--- src/rtl/pclk_pkg.sv ---
package pclk_pkg;
  localparam int SEL_W = 2;
  localparam logic [SEL_W-1:0] SEL_SET  = 2'd0;
  localparam logic [SEL_W-1:0] SEL_CLR  = 2'd1;
  localparam logic [SEL_W-1:0] SEL_STAT = 2'd2;
  localparam logic [SEL_W-1:0] SEL_NONE = 2'd3;
endpackage

--- src/rtl/pclk_decode.sv ---
module pclk_decode
  import pclk_pkg::*;
#(
  parameter int N_PERIPH = 32
) (
  input  logic                wr_en,
  input  logic [SEL_W-1:0]    wr_addr,
  input  logic [N_PERIPH-1:0] wr_data,
  output logic [N_PERIPH-1:0] set_vec,
  output logic [N_PERIPH-1:0] clr_vec
);
  always_comb begin
    set_vec = '0;
    clr_vec = '0;
    if (wr_en) begin
      case (wr_addr)
        SEL_SET: set_vec = wr_data;
        SEL_CLR: clr_vec = wr_data;
        default: ;
      endcase
    end
  end
endmodule

--- src/rtl/pclk_state.sv ---
module pclk_state #(
  parameter int                   N_PERIPH  = 32,
  parameter logic [N_PERIPH-1:0]  IMPL_MASK = '1
) (
  input  logic                clk,
  input  logic                rst,
  input  logic [N_PERIPH-1:0] set_vec,
  input  logic [N_PERIPH-1:0] clr_vec,
  output logic [N_PERIPH-1:0] en_q
);
  for (genvar i = 0; i < N_PERIPH; i++) begin : g_bit
    if (IMPL_MASK[i]) begin : g_impl
      always_ff @(posedge clk) begin
        if (rst)             en_q[i] <= 1'b0;
        else if (clr_vec[i]) en_q[i] <= 1'b0;
        else if (set_vec[i]) en_q[i] <= 1'b1;
      end
    end else begin : g_rsvd
      assign en_q[i] = 1'b0;
    end
  end
endmodule

--- src/rtl/pclk_readback.sv ---
module pclk_readback
  import pclk_pkg::*;
#(
  parameter int N_PERIPH = 32
) (
  input  logic                clk,
  input  logic                rst,
  input  logic                rd_en,
  input  logic [SEL_W-1:0]    rd_addr,
  input  logic [N_PERIPH-1:0] en_q,
  output logic [N_PERIPH-1:0] rd_q
);
  always_ff @(posedge clk) begin
    if (rst)        rd_q <= '0;
    else if (rd_en) rd_q <= (rd_addr == SEL_STAT) ? en_q : '0;
  end
endmodule

--- src/rtl/pclk_ctrl.sv ---
module pclk_ctrl
  import pclk_pkg::*;
#(
  parameter int                  N_PERIPH  = 32,
  parameter logic [N_PERIPH-1:0] IMPL_MASK = 32'h3FFF_FFFC
) (
  input  logic                clk,
  input  logic                rst,
  input  logic                wr_en,
  input  logic [SEL_W-1:0]    wr_addr,
  input  logic [N_PERIPH-1:0] wr_data,
  input  logic                rd_en,
  input  logic [SEL_W-1:0]    rd_addr,
  output logic [N_PERIPH-1:0] rd_data_o,
  output logic [N_PERIPH-1:0] clk_en_o
);
  logic [N_PERIPH-1:0] set_vec;
  logic [N_PERIPH-1:0] clr_vec;
  logic [N_PERIPH-1:0] en_q;

  pclk_decode #(.N_PERIPH(N_PERIPH)) u_decode (
    .wr_en   (wr_en),
    .wr_addr (wr_addr),
    .wr_data (wr_data),
    .set_vec (set_vec),
    .clr_vec (clr_vec)
  );

  pclk_state #(.N_PERIPH(N_PERIPH), .IMPL_MASK(IMPL_MASK)) u_state (
    .clk     (clk),
    .rst     (rst),
    .set_vec (set_vec),
    .clr_vec (clr_vec),
    .en_q    (en_q)
  );

  pclk_readback #(.N_PERIPH(N_PERIPH)) u_readback (
    .clk     (clk),
    .rst     (rst),
    .rd_en   (rd_en),
    .rd_addr (rd_addr),
    .en_q    (en_q),
    .rd_q    (rd_data_o)
  );

  assign clk_en_o = en_q;
endmodule

--- config.mk ---
export PLATFORM = sky130hd
export DESIGN_NAME = pclk_ctrl
export DESIGN_NICKNAME = d
export VERILOG_FILES = /design/src/rtl/pclk_pkg.sv /design/src/rtl/pclk_decode.sv /design/src/rtl/pclk_state.sv /design/src/rtl/pclk_readback.sv /design/src/rtl/pclk_ctrl.sv
export SDC_FILE = /design/constraint.sdc
export NUM_CORES = 1
export LEC_CHECK = 0
export BUFFER_PORTS_ARGS = -buffer_cell sky130_fd_sc_hd__buf_2
export CAP_MARGIN = 10
export CORE_MARGIN = 2
export CORE_UTILIZATION = 43
export CTS_CLUSTER_DIAMETER = 80
export DETAILED_ROUTE_END_ITERATION = 8
export HOLD_SLACK_MARGIN = 0.02
export PLACE_DENSITY_LB_ADDON = 0.15
export SYNTH_ARGS = -nofsm -noshare
export SYNTH_HDL_FRONTEND = slang
export SYNTH_SLANG_ARGS = --single-unit
export TNS_END_PERCENT = 10
--- constraint.sdc ---
create_clock -name clk -period 0.8 [get_ports clk]
set_input_delay 0.08 -clock clk [delete_from_list [all_inputs] [get_ports clk]]
set_output_delay 0.08 -clock clk [all_outputs]
set_load 0.1 [all_outputs]
# [After elaboration in Yosys (flattened, before gate mapping)]
# Index checks and enable logic that the tools add are counted.
[word_totals] n_memories=0 mem_bits_rw=0 out_inout_bits=64 wordCells=65 latchBits=0 rom_bits=0 register_bits=60 input_bits=40
[classes] n_lt_le_gt_ge=0 n_eq_ne=2 add_sub_neg=0 reduce_logical=29 n_mul=0 muxes=5 bitwise=0 n_shift=0 div_mod_pow=0
[op_table] op="two-way mux 30 bit" count=5
[op_table] op="OR reduction 2 bit" count=28
[op_table] op="== test 2 x 1 -> 1 bit, second input constant" count=1
[op_table] op="== test 2 bit, second input constant" count=1
[op_table] op="zero test 2 bit" count=1

# [Longest topological paths before layout]
[depth] ltp_word=4 depth_mapped=4 depth_no_buf=2

# [By module]
# Synthesis repeated with hierarchy kept, for this count alone.
[hier_totals] cells_unflattened=321 area_unflattened_um2=3289.4
[by_module_without_submodules] module="pclk_readback" seq_area_each_um2=640.6 area_per_inst_um2=1420.1 instances=1 cells_per_inst=144
[by_module_without_submodules] module="pclk_state" seq_area_each_um2=560.5 area_per_inst_um2=1003.5 instances=1 cells_per_inst=92
[by_module_without_submodules] module="pclk_decode" seq_area_each_um2=0.0 area_per_inst_um2=865.8 instances=1 cells_per_inst=85

# [Worst setup path after synthesis]
# OpenSTA, ideal clock, no wires.
[synth_timing] kind="flip-flop to flip-flop" startpoint="reg u_state.en_q[16]" endpoint="reg u_readback.rd_q[16]" required_time_ns=0.730 n_path_buf=0 stages_incl_launch_ff=3 t_arrival_ns=1.240 synth_period_minus_slack_ns=1.309 path_slack_ns=-0.509 setup_time_ns=0.070 cell_sequence="dfxtp_1 -> nand4b_1 -> a21oi_1"
[synth_via] elab_chain_cells=1
[synth_rtl] item="from (decl)" line="pclk_state.sv:9" text="output logic [N_PERIPH-1:0] en_q"
[synth_rtl] item="from (signal, indexed assignment)" line="pclk_state.sv:14" text="if (rst) en_q[i] <= 1'b0;"
[synth_rtl] item="from (signal, indexed assignment)" line="pclk_state.sv:15" text="else if (clr_vec[i]) en_q[i] <= 1'b0;"
[synth_rtl] item="from (signal, indexed assignment)" line="pclk_state.sv:16" text="else if (set_vec[i]) en_q[i] <= 1'b1;"
[synth_rtl] item="two-way mux 30 bit" line="pclk_readback.sv:15" text="else if (rd_en) rd_q <= (rd_addr == SEL_STAT) ? en_q : '0;"
[synth_rtl] item="to (signal assigned)" line="pclk_readback.sv:15"
[synth_rtl] item="to (decl)" line="pclk_readback.sv:11" text="output logic [N_PERIPH-1:0] rd_q"
# No other way between the ends.
# A chain may end at the register's enable or synchronous reset.

# [Final worst setup path]
[layout_timing] startpoint="reg u_state.en_q[19]" endpoint="out clk_en_o[19]"
[layout_lines] item="to (decl)" line="pclk_ctrl.sv:15" text="output logic [N_PERIPH-1:0] clk_en_o"
# No word-level cell between the ends.

==> results.json <==
{
  "outcome": "complete, but fails checks",
  "violations": "negative setup slack",
  "clk_pin_slew_ps": 90,
  "area_delta_synth_final_pct": 73.0,
  "fin_area_um2": 4430,
  "rsz0062_at_grt": "true",
  "wl_per_cell_um": 15.6,
  "grt_start_max_net_pins": 37,
  "startpoint_type": "flop",
  "layout-drive-gt1-share_pct": 52.6,
  "die_y_um": 81.1,
  "synth_cell_types": 12,
  "cts_sinks": 56,
  "num_rows": 28,
  "max_cap_violations": 0,
  "p_leak_nw": 1.78,
  "cp_max_fo": 2,
  "drv_slew": 0,
  "p_clk_share_pct": 25.4,
  "finalSetupViolCount": 60,
  "p_int_mw": 3.83,
  "grt_pass1_wl_um": 10900,
  "placed_cell_area_um2": 4130,
  "grt_pass1_vias": 2210,
  "synthesis.area_um2": 2560,
  "drt-vias-per-instance": 5.04,
  "cp-end-kind": "output pin",
  "max_freq_mhz": 1080,
  "switching_share_pct": 31.7,
  "synthCells": 259,
  "synth_top_area_share_pct": 43.8,
  "min_to": "u_state.en_q[21]",
  "yosysWarnings": 0,
  "ios": 104,
  "worstHoldStart": "wr_data[21]",
  "critPathArrivalTime_ps": 840,
  "drt_iter0_drc": 109,
  "post-dp-hpwl_um": 4440,
  "drc_errors": 0,
  "start_util_pct": 43.7,
  "totalWireLength_um": 6840,
  "hold_violations": 0,
  "period_share_pct": 116,
  "crit_buf_inv": 1,
  "setup_ws_ps": -124,
  "hold_class": "input pin to flop",
  "antenna_found_initial": 0,
  "finalNetCount": 405,
  "groute.usage.overall_pct": 21.5,
  "clockRootBuffer": "clkbuf_8",
  "syn_avg_cell_area_um2": 9.88,
  "reg2reg_to": "u_readback.rd_q[27]",
  "rr_startpoint": "u_state.en_q[27]",
  "vias": 2219,
  "ant_nets": 0,
  "crit_type": "flop to output pin",
  "cts.path.max_buffers": 2,
  "clock_latency_ps": 290,
  "ir_drop_v": 0.000728,
  "portBuffers": 91,
  "ff_latch_area_um2": 1330,
  "cts-htree-levels": 2,
  "whs_path_depth": 3,
  "combPwrFrac_pct": 25.5,
  "numCtsBuffers": 5,
  "synth.area.top_cells": "dfxtp_1 44%, nand2b_1 14%, mux2i_1 11%, nand4b_1 9.6%, nand3b_1 8.2%",
  "skew_ps": 1.79,
  "period_minus_slack_ps": 924,
  "seqPwrFrac_pct": 49.1,
  "diodes": 0,
  "gp_congestion": 0.713,
  "yosysSeqAreaShare_pct": 43.8,
  "reg2reg_slack_ps": -80,
  "fin_tns_setup_ps": -6450,
  "required_ps": 720,
  "holdBufCountCts": 0,
  "first_pass_iters": 4,
  "powerDensity_nw_per_um2": 1270,
  "slowest_delay_ps": 380,
  "switchingPower_mw": 1.78,
  "cts_tree": "done",
  "multi_input_comb_area_um2": 1280,
  "path_cells": "buf_12",
  "grt_overflow_total": 0,
  "fillers": 379,
  "dieArea_um2": 6580,
  "synth_seq_cells": 56,
  "cp_slowest_cell": "dfxtp_4",
  "core_um2": 5850,
  "critPathTopFamily": "flip-flops",
  "fp.dieW_um": 81.1,
  "r2r_cells": 4,
  "yosys.area.top_type": "dfxtp_1"
}
==> through the flow <==
step	util [%]	total power [mW]	cells	worst slack (ps)	hold WS, ps
floorplan	-	3.74	266	-32.5	255
global placement	70.7	4.17	409	-56.5	373
detailed placement	70.7	4.19	409	-132	379
CTS	75.0	5.66	439	-131	59.0
global route	75.6	5.84	440	-157	65.7
finish	75.6	5.62	440	-124	67.8
==> worst reg2reg max path: stages, from the launching register on <==
cell      delay (ps)
dfxtp_4          380
buf_6             90
buf_6             80
nand4b_1         110
a21oi_1          150
==> cell usage after synthesis <==
master    count
a21oi_1      28
clkbuf_1      6
or2_1         1
nand3b_1     28
buf_2        14
dfxtp_1      56
conb_1        1
nand2b_1     56
buf_4        10
buf_6         3
mux2i_1      28
nand4b_1     28
==> routing by layer <==
layer  share of wire (%)  GRT usage [%]
met2                  52           37.6
met1                  42           26.2
met5                   0              0
met3                 5.9           5.89
met4                0.60           4.75
==> worst max path at each step <==
| stage | from | endpoint | slack (ps) | cells past startpoint |
|---|---|---|---|---|
| 3_5_place_dp | wr_addr[1] | u_state.en_q[14] | -130 | 3 |
| 3_3_place_gp | rd_addr[0] | u_readback.rd_q[28] | -60 | 3 |
| 4_1_cts | u_state.en_q[4] | clk_en_o[4] | -130 | 1 |
| 5_1_grt | u_readback.rd_q[26] | rd_data_o[26] | -160 | 1 |
| 6_report | u_state.en_q[19] | clk_en_o[19] | -120 | 1 |
| 2_1_floorplan | u_state.en_q[16] | u_readback.rd_q[16] | -30 | 2 |
==> layout make-up <==
cell class / count / area share, %
clock buffer: 6 / 1.64
clock inverter: 1 / 0.113
multi-input combinational: 177 / 29.0
sequential: 56 / 30.1
tap: 75 / 2.12
timing repair buffer: 125 / 37.1
==> power groups by stage <==
stage               sequential, mW  clock (mW)  combinational (mW)
floorplan                     3.21           0               0.531
global placement              2.83           0                1.34
detailed placement            2.84           0                1.35
CTS                           2.76        1.48                1.42
global route                  2.77        1.58                1.49
finish                        2.76        1.43                1.43
==> cell usage in the layout (no fill, tap or decap) <==
cell type,synthesis,layout
mux2i_1,28,28
or2_1,1,1
nand4b_1,28,28
buf_12,0,62
conb_1,1,8
clkbuf_1,6,1
dfxtp_4,0,56
clkinv_2,0,1
nand2b_1,56,56
clkbuf_8,0,5
a21oi_1,28,23
buf_2,14,35
a21oi_2,0,5
buf_6,3,4
buf_4,10,24
nand3b_1,28,28
==> repair_timing <==
action                                  CTS  global route
gates resized for setup                   1             8
buffers inserted                         23             1
endpoints found under the hold margin     0             0
endpoints found under the setup margin   56            76
pin swaps                                 0             0
==> flip-flops by register name, indices dropped and copies added, names as in the netlist <==
register / cells
u_state.en_q: 28
u_readback.rd_q: 28
==> kinds of logic (layout without fill, tap and decap cells) <==
family	Yosys count	count (layout)	synth area share, %
muxes	28	28	11.0
AOI/OAI and AO/OA	28	28	5.48
DFF	56	56	43.8
buffers and inverters	33	132	7.87
and+or+nand+nor	113	113	31.7
other	1	8	0.147
Power figures use the tool's default switching activity.
